===== config.mk =====
export PLATFORM = sky130hd
export DESIGN_NAME = rev_barrel_rotator
export DESIGN_NICKNAME = d
export VERILOG_FILES = /design/src/rtl/rot_pkg.sv /design/src/rtl/rot_stage.sv /design/src/rtl/rot_cascade.sv /design/src/rtl/rot_oreg.sv /design/src/rtl/rev_barrel_rotator.sv
export SDC_FILE = /design/constraint.sdc
export NUM_CORES = 1
export LEC_CHECK = 0
export ABC_AREA = 1
export BUFFER_PORTS_ARGS = -buffer_cell sky130_fd_sc_hd__buf_2
export CAP_MARGIN = 20
export CORE_MARGIN = 4
export CORE_UTILIZATION = 40
export CTS_CLUSTER_DIAMETER = 40
export DETAILED_ROUTE_END_ITERATION = 16
export PLACE_DENSITY_LB_ADDON = 0.3
export SYNTH_ARGS = -nofsm -noshare
export SYNTH_HDL_FRONTEND = slang
export SYNTH_SLANG_ARGS = --single-unit

===== constraint.sdc =====
create_clock -name clk -period 1.7 [get_ports clk]
set_input_delay 0.255 -clock clk [delete_from_list [all_inputs] [get_ports clk]]
set_output_delay 0.255 -clock clk [all_outputs]
set_load 0.005 [all_outputs]

===== src/rtl/rot_pkg.sv =====
package rot_pkg;
  // true when v is a power of two of at least 2
  function automatic bit width_ok(input int v);
    return (v >= 2) && ((v & (v - 1)) == 0);
  endfunction
endpackage


===== src/rtl/rot_stage.sv =====
// One conservative controlled-permutation gate: control bit forwarded,
// data rotated right by STEP when the control is set.
module rot_stage #(
  parameter int WIDTH = 8,
  parameter int STEP  = 1
) (
  input  logic             ctl_i,
  input  logic [WIDTH-1:0] data_i,
  output logic             ctl_o,
  output logic [WIDTH-1:0] data_o
);
  assign ctl_o = ctl_i;

  for (genvar i = 0; i < WIDTH; i++) begin : g_bit
    localparam int SRC = (i + STEP) % WIDTH;
    assign data_o[i] = ctl_i ? data_i[SRC] : data_i[i];
  end
endmodule


===== src/rtl/rot_cascade.sv =====
// Chain of log2(WIDTH) gates; stage j is driven by amount bit j.
module rot_cascade #(
  parameter int WIDTH = 8,
  localparam int SHW  = $clog2(WIDTH)
) (
  input  logic [WIDTH-1:0] data_i,
  input  logic [SHW-1:0]   amt_i,
  output logic [WIDTH-1:0] data_o,
  output logic [SHW-1:0]   amt_o
);
  logic [WIDTH-1:0] link [SHW+1];

  assign link[0] = data_i;

  for (genvar j = 0; j < SHW; j++) begin : g_stage
    rot_stage #(
      .WIDTH (WIDTH),
      .STEP  (1 << j)
    ) u_stage (
      .ctl_i  (amt_i[j]),
      .data_i (link[j]),
      .ctl_o  (amt_o[j]),
      .data_o (link[j+1])
    );
  end

  assign data_o = link[SHW];
endmodule


===== src/rtl/rot_oreg.sv =====
// Output register with synchronous active-high clear.
module rot_oreg #(
  parameter int WIDTH = 8,
  localparam int SHW  = $clog2(WIDTH)
) (
  input  logic             clk,
  input  logic             rst,
  input  logic [WIDTH-1:0] word_d,
  input  logic [SHW-1:0]   amt_d,
  output logic [WIDTH-1:0] word_q,
  output logic [SHW-1:0]   amt_q
);
  always_ff @(posedge clk) begin
    if (rst) begin
      word_q <= '0;
      amt_q  <= '0;
    end else begin
      word_q <= word_d;
      amt_q  <= amt_d;
    end
  end
endmodule


===== src/rtl/rev_barrel_rotator.sv =====
module rev_barrel_rotator #(
  parameter int WIDTH = 8,
  localparam int SHW  = $clog2(WIDTH)
) (
  input  logic             clk,
  input  logic             rst,
  input  logic [WIDTH-1:0] data_i,
  input  logic [SHW-1:0]   amt_i,
  output logic [WIDTH-1:0] word_o,
  output logic [SHW-1:0]   amt_o
);
  import rot_pkg::*;

  // elaboration-time legality of the width
  if (!width_ok(WIDTH)) begin : g_bad_width
    $error("rev_barrel_rotator: WIDTH must be a power of two >= 2");
  end

  logic [WIDTH-1:0] rot_word;
  logic [SHW-1:0]   rot_amt;

  rot_cascade #(.WIDTH(WIDTH)) u_cascade (
    .data_i (data_i),
    .amt_i  (amt_i),
    .data_o (rot_word),
    .amt_o  (rot_amt)
  );

  rot_oreg #(.WIDTH(WIDTH)) u_oreg (
    .clk    (clk),
    .rst    (rst),
    .word_d (rot_word),
    .amt_d  (rot_amt),
    .word_q (word_o),
    .amt_q  (amt_o)
  );
endmodule


==> flow_metrics.py, run 1 <==
metrics = {
    "grt": {
        "grt_pass1_vias": 490,
        "use_met2_pct": 17.9,
        "grt_pass1_wl_um": 2080,
        "top_usage_layer": "met1",
        "grtUsageMet1_pct": 20.1,
        "met3_usage_pct": 1.95,
        "antenna_found_initial": 0,
        "grt_max_degree": 10,
        "overflow": 0,
        "grt_usage_pct": 13.8,
    },
    "pwr": {
        "internal_power_mw": 0.422,
        "seq_power_share_pct": 48.2,
        "total_power_mw": 0.585,
        "ir_drop_uv": 348,
        "switching_power_mw": 0.164,
        "pwr_density_cell_nw_per_um2": 815,
        "power_frac_comb_pct": 21.9,
        "pwr-share-clk_pct": 29.9,
        "swShare_pct": 27.9,
        "leakage_nw": 0.381,
    },
    "setup_path": {
        "cp_slowest_cell": "dfxtp_1",
        "crit_start": "u_oreg.amt_q[1]",
        "crit_path_end_kind": "output pin",
        "crit_end": "amt_o[1]",
        "crit_path_start_kind": "flop",
        "arrival_ps": 680,
        "crit_chain": "buf_2",
        "critPathRequiredTime_ps": 1440,
        "path_buf_inv": 1,
        "max_stage_delay_ps": 300,
        "cp_max_fo": 1,
        "path_class": "flop to output pin",
        "crit_family": "flip-flops",
        "cp.depth": 1,
    },
    "cts": {
        "cts.htree.levels": 1,
        "cts_buffers": 3,
        "clock_tree.buffer_depth": 2,
        "ctsHoldBuffers": 0,
        "cts_sinks": 11,
        "cts_root_buf": "clkbuf_4",
        "clkTransAtPathRegs_ps": 60,
        "cts_tree": "done",
        "post_cts_buffers": 0,
        "cts_resized": 0,
    },
    "sta": {
        "period_share_pct": 54.9,
        "clock.fmax_ghz": 1.07,
        "slew_headroom_pct": 86.2,
        "fin_setup_tns_ps": 0,
        "slew_viol_final": 0,
        "hold_viol_final": 0,
        "rsz0062_at_grt": "false",
        "finalSetupViolCount": 0,
        "final.min_clock_period_ps": 934,
        "worst_pin_slew_ps": 208,
    },
    "cells_and_area": {
        "layout_commonest_cell": "nand3_1",
        "layout_common_cells": "30 x nand3_1, 23 x buf_2, 16 x nand2_1, 11 x dfxtp_1, 8 x nand2_2",
        "stdcell_count": 116,
        "nets": 115,
        "syn_to_final_growth_pct": 23.7,
        "diodes": 0,
        "fin_util_pct": 53.8,
        "drive_above_1_share_pct": 40.6,
    },
    "detailed_routing": {
        "drc_errors": 0,
        "wl_um": 1260,
        "wl_per_cell_um": 10.8,
        "ant_nets": 0,
        "drt-vias-per-instance": 4.99,
        "firstDrtPassIters": 4,
        "num_vias": 579,
        "initialDrtViolationCount": 21,
    },
    "flow_run": {
        "cap_violations": 0,
    },
    "yosys": {
        "synth_top_area_share_pct": 37.9,
        "synth_seq_area_share_pct": 37.9,
        "ys_types": 11,
        "synth_top_area_cell": "dfxtp_1",
        "yosys_warnings": 0,
        "synth-seq-cells": 11,
        "syn_nets": 89,
        "synthCells": 76,
        "synth_area_um2": 581,
        "avgSynthCellArea_um2": 7.64,
        "synth_area_leaders": "dfxtp_1 38%, nand3_1 26%, nand2_1 10%",
    },
    "floorplan": {
        "rows": 13,
        "die_area_um2": 2120,
        "coreArea_um2": 1330,
        "dieWidth_um": 46.1,
        "start_util_pct": 43.5,
        "num_io_pins": 24,
        "fp.dieH_um": 46.1,
    },
    "placed_design": {
        "placed_cells": 112,
        "gp_congestion": 0.815,
        "dp_hpwl_um": 1020,
        "numPortBuffers": 23,
    },
    "status": {
        "status": "complete, no violations",
    },
    "worst_hold_path": {
        "min_path_type": "input pin to flop",
    },
}
-- per-stage QoR --
| step | instance area (µm²) | setup WS [ps] | hold slack [ps] |
|---|---|---|---|
| detailed placement | 692 | 743 | 559 |
| finish | 718 | 766 | 285 |
| floorplan | 581 | 907 | 327 |
| global placement | 692 | 747 | 562 |
| CTS | 718 | 760 | 283 |
| global route | 718 | 721 | 293 |
-- sequential cells by signal, indices dropped and copies added, names as in the netlist --
signal,count
u_oreg.word_q,8
u_oreg.amt_q,3
-- cells in the mapped netlist --
master	instances
dfxtp_1	11
buf_6	2
nand2_1	16
inv_8	1
nor2_8	1
inv_2	2
nand3_2	2
nand2_2	8
nor2_4	1
nand3_1	30
nor2_1	2
-- power groups by stage --
stage / sequential (mW) / combinational [mW] / clock, mW
finish: 0.282 / 0.128 / 0.175
global route: 0.284 / 0.146 / 0.194
CTS: 0.282 / 0.129 / 0.177
detailed placement: 0.288 / 0.129 / 0
global placement: 0.288 / 0.128 / 0
floorplan: 0.293 / 0.0764 / 0
-- worst min-delay path by stage --
stage | slack (ps) | startpoint | cells past startpoint | end
after floorplan | 330 | rst | 1 | u_oreg.amt_q[0]
after global placement | 560 | rst | 2 | u_oreg.amt_q[1]
after detailed placement | 560 | rst | 2 | u_oreg.amt_q[1]
after CTS | 280 | rst | 2 | u_oreg.amt_q[1]
after global routing | 290 | rst | 2 | u_oreg.amt_q[0]
final | 280 | rst | 2 | u_oreg.amt_q[1]
-- kinds of logic after synthesis --
family | after synthesis | share of synthesized area (%)
flip-flops | 11 | 37.9
buffers and inverters | 5 | 7.11
AND/OR/NAND/NOR | 60 | 55.0
-- final cells by class --
| type | instances | area [µm²] |
|---|---|---|
| flip-flops and latches | 11 | 220 |
| clock buffers | 4 | 26.3 |
| well taps | 15 | 18.8 |
| fillers | 145 | 616 |
| repair buffers | 23 | 115 |
| multi-input cells | 60 | 319 |
| inverters | 3 | 18.8 |
-- routing by layer --
layer	routed length, µm	share of wire [%]
met1	595	47
met2	492	39
met3	123	9.8
met4	43	3.4
met5	0	0
Note: power is estimated with default switching activity, not from simulation.
==> inputs of run 2 (changes only) <==
clock period = 0.8 ns   (was 1.7 ns; I/O delays follow)
==> flow_metrics.py, run 2 (synthesized netlist as in run 1, its figures left out) <==
metrics = {
    "cells_and_area": {
        "layout_commonest_cell": "nand3_1",
        "drive_above_1_share_pct": 41.6,
        "top_regs": "u_oreg.word_q (8), u_oreg.amt_q (3)",
        "postLayoutCellArea_um2": 719,
        "stdcell_count": 116,
        "diodes": 0,
        "largest_register_ffs": 8,
        "syn_to_final_growth_pct": 23.9,
        "regMostFlops": "u_oreg.word_q",
        "fin_util_pct": 53.9,
        "nets": 115,
        "layout_common_cells": "30 x nand3_1, 23 x buf_2, 16 x nand2_1, 10 x dfxtp_1, 8 x nand2_2",
    },
    "placed_design": {
        "dpl_cell_area_um2": 692,
        "numPortBuffers": 23,
        "place_ws_ps": -21.5,
        "dp_hpwl_um": 1020,
        "placed_cells": 112,
        "gp_congestion": 0.815,
    },
    "setup_path": {
        "crit_family": "flip-flops",
        "cp_slowest_cell": "dfxtp_2",
        "max_stage_delay_ps": 310,
        "crit_path_end_kind": "output pin",
        "critPathRequiredTime_ps": 680,
        "path_class": "flop to output pin",
        "crit_path_start_kind": "flop",
        "arrival_ps": 690,
        "crit_chain": "buf_2",
        "path_buf_inv": 1,
        "cp_max_fo": 1,
    },
    "sta": {
        "final.min_clock_period_ps": 807,
        "layout_setup_ws_ps": -7.32,
        "period_share_pct": 101,
        "clock.fmax_ghz": 1.24,
        "fin_setup_tns_ps": -7.32,
        "worst_pin_slew_ps": 203,
        "hold_viol_final": 0,
        "hold_slack_ps": 145,
        "finalSetupViolCount": 1,
        "rsz0062_at_grt": "true",
        "slew_viol_final": 0,
        "slew_headroom_pct": 86.5,
    },
    "cts": {
        "cts_sinks": 11,
        "ctsHoldBuffers": 0,
        "cts.htree.levels": 1,
        "clkTransAtPathRegs_ps": 60,
        "cts_tree": "done",
        "cts_buffers": 3,
        "cts_root_buf": "clkbuf_4",
        "clock_tree.buffer_depth": 2,
    },
    "detailed_routing": {
        "wl_per_cell_um": 10.8,
        "initialDrtViolationCount": 17,
        "drc_errors": 0,
        "ant_nets": 0,
        "firstDrtPassIters": 4,
        "drt-vias-per-instance": 5.04,
        "wl_um": 1250,
        "num_vias": 585,
    },
    "pwr": {
        "ir_drop_uv": 745,
        "pwr_density_cell_nw_per_um2": 1730,
        "leakage_nw": 0.381,
        "total_power_mw": 1.24,
    },
    "grt": {
        "grt_usage_pct": 13.8,
        "grt_pass1_vias": 490,
        "grt_pass1_wl_um": 2080,
        "grt_max_degree": 10,
        "antenna_found_initial": 0,
        "overflow": 0,
    },
    "worst_hold_path": {
        "min_path_type": "input pin to flop",
    },
    "floorplan": {
        "fp.dieH_um": 46.1,
        "num_io_pins": 24,
        "coreArea_um2": 1330,
        "rows": 13,
        "die_area_um2": 2120,
        "dieWidth_um": 46.1,
        "start_util_pct": 43.5,
    },
    "status": {
        "status": "finished with violations",
        "violations": "negative setup slack",
    },
    "flow_run": {
        "cap_violations": 0,
    },
}
## run 2: cell count changes in the layout (fill, tap and decap cells not counted)
cell	before	now
dfxtp_1	11	10
dfxtp_2	0	1
## run 2: final cells by class
| type | count | area, µm² |
|---|---|---|
| fillers | 147 | 614 |
| inverters | 3 | 18.8 |
| multi-input cells | 60 | 319 |
| repair buffers | 23 | 115 |
| clock buffers | 4 | 26.3 |
| flip-flops and latches | 11 | 221 |
| well taps | 15 | 18.8 |
## run 2: worst paths after layout
path       startpoint               to  cells after the start
max   u_oreg.amt_q[1]         amt_o[1]                      1
min               rst  u_oreg.amt_q[1]                      2
## run 2: timing repair
item | in CTS | in global routing
gates resized for setup | 0 | 1
setup buffers | 0 | 0
hold endpoints to repair | 0 | 0
endpoints found under the setup margin | 5 | 11
## run 2: routing by layer
metal / wire (µm) / GRT usage (%) / vias up
met5: 0 / 0 / -
met4: 44 / 10.2 / 0
met3: 124 / 1.95 / 5
met2: 505 / 17.9 / 26
met1: 579 / 20.1 / 246
li1: - / - / 308
## run 2: where the power goes
group	internal (mW)	total (mW)	leakage, nW	switching (mW)
Clock	0.193	0.371	0.0150	0.178
Sequential	0.593	0.600	0.0919	0.00781
Combinational	0.111	0.273	0.275	0.161
Total	0.897	1.24	0.381	0.348
==> inputs of run 3 (changes only) <==
--- a/constraint.sdc
+++ b/constraint.sdc
@@ -3,2 +3,2 @@
 set_output_delay 0.12 -clock clk [all_outputs]
-set_load 0.005 [all_outputs]
+set_load 0.1 [all_outputs]
==> flow_metrics.py, run 3 (synthesized netlist as in run 1, its figures left out) <==
metrics = {
    "floorplan": {
        "fp.dieH_um": 46.1,
        "die_area_um2": 2120,
        "rows": 13,
        "num_io_pins": 24,
        "coreArea_um2": 1330,
        "dieWidth_um": 46.1,
        "start_util_pct": 43.5,
    },
    "detailed_routing": {
        "firstDrtPassIters": 4,
        "ant_nets": 0,
        "num_vias": 614,
        "wl_um": 1430,
        "drc_errors": 0,
        "initialDrtViolationCount": 11,
        "wl_per_cell_um": 12.0,
        "drt-vias-per-instance": 5.16,
    },
    "cts": {
        "cts_root_buf": "clkbuf_4",
        "cts_sinks": 11,
        "clock_tree.buffer_depth": 2,
        "cts_buffers": 3,
        "clkTransAtPathRegs_ps": 70,
        "cts_resized": 0,
        "cts.htree.levels": 1,
        "cts_tree": "done",
        "ctsHoldBuffers": 0,
    },
    "sta": {
        "worst_pin_slew_ps": 209,
        "hold_viol_final": 0,
        "slew_headroom_pct": 86.0,
        "layout_setup_ws_ps": -109,
        "period_share_pct": 114,
        "finalSetupViolCount": 11,
        "clock.fmax_ghz": 1.10,
        "slew_viol_final": 0,
        "fin_setup_tns_ps": -1070,
        "hold_slack_ps": 139,
        "final.min_clock_period_ps": 909,
        "rsz0062_at_grt": "true",
    },
    "grt": {
        "antenna_found_initial": 0,
        "grt_pass1_wl_um": 2300,
        "grt_max_degree": 10,
        "overflow": 0,
        "grt_usage_pct": 15.3,
        "grt_pass1_vias": 561,
    },
    "cells_and_area": {
        "postLayoutCellArea_um2": 920,
        "syn_to_final_growth_pct": 58.4,
        "nets": 118,
        "stdcell_count": 119,
        "drive_above_1_share_pct": 52.9,
        "num-fill-cells": 115,
        "layout_common_cells": "30 x nand3_1, 16 x nand2_1, 12 x buf_2, 11 x buf_12, 11 x dfxtp_2",
        "layout_commonest_cell": "nand3_1",
        "top_regs": "u_oreg.word_q (8), u_oreg.amt_q (3)",
        "diodes": 0,
        "largest_register_ffs": 8,
        "regMostFlops": "u_oreg.word_q",
    },
    "pwr": {
        "pwr_density_cell_nw_per_um2": 1920,
        "ir_drop_uv": 1160,
        "leakage_nw": 0.442,
    },
    "setup_path": {
        "path_buf_inv": 1,
        "crit_end": "word_o[2]",
        "crit_path_end_kind": "output pin",
        "critPathRequiredTime_ps": 680,
        "crit_start": "u_oreg.word_q[2]",
        "cp.depth": 1,
        "cp_slowest_cell": "dfxtp_2",
        "crit_path_start_kind": "flop",
        "cp_max_fo": 1,
        "crit_family": "flip-flops",
        "arrival_ps": 790,
        "crit_chain": "buf_12",
        "path_class": "flop to output pin",
        "max_stage_delay_ps": 350,
    },
    "placed_design": {
        "gp_congestion": 0.855,
        "dp_hpwl_um": 1200,
        "place_ws_ps": -56.4,
        "placed_cells": 115,
        "dpl_cell_area_um2": 893,
        "numPortBuffers": 23,
    },
    "status": {
        "status": "finished with violations",
        "violations": "negative setup slack",
    },
    "worst_hold_path": {
        "min_from": "rst",
        "min_path_type": "input pin to flop",
    },
    "flow_run": {
        "cap_violations": 0,
    },
}
run 3: final cells by class:
class	instances	area, µm²	area share (%)
well taps	15	18.8	2.04
multi-input cells	60	319	34.7
flip-flops and latches	11	234	25.4
clock buffers	4	26.3	2.86
repair buffers	26	303	32.9
inverters	3	18.8	2.04
run 3: metal layers:
layer / routed length (µm) / global-route usage, % / vias up
li1: - / - / 313
met1: 600 / 19.2 / 271
met2: 674 / 24.7 / 26
met3: 111 / 2.34 / 4
met4: 38 / 8.52 / 0
met5: 0 / 0 / -
run 3: worst min path at each step:
stage	to	slack, ps	cells after the start
after floorplan	u_oreg.amt_q[0]	180	1
after global placement	u_oreg.amt_q[1]	410	2
after detailed placement	u_oreg.amt_q[1]	420	2
after CTS	u_oreg.amt_q[1]	140	2
after global routing	u_oreg.amt_q[1]	140	2
final	u_oreg.amt_q[1]	140	2
run 3: power breakdown:
part	switching (mW)	internal, mW	total (mW)
combinational	0.489	0.260	0.749
sequential	0.0355	0.603	0.639
clock	0.184	0.193	0.377
total	0.709	1.06	1.76
run 3: stage by stage:
step                      utilization (%)  total power [mW]
after global placement               67.0              1.40
after global routing                 68.9              1.83
after detailed placement             67.0              1.40
after floorplan                         -              1.12
after CTS                            68.9              1.78
final                                68.9              1.76
run 3: timing repair:
item	CTS	global route
pin swaps	0	0
cloned	0	0
setup endpoints to repair	11	11
setup buffers	0	0
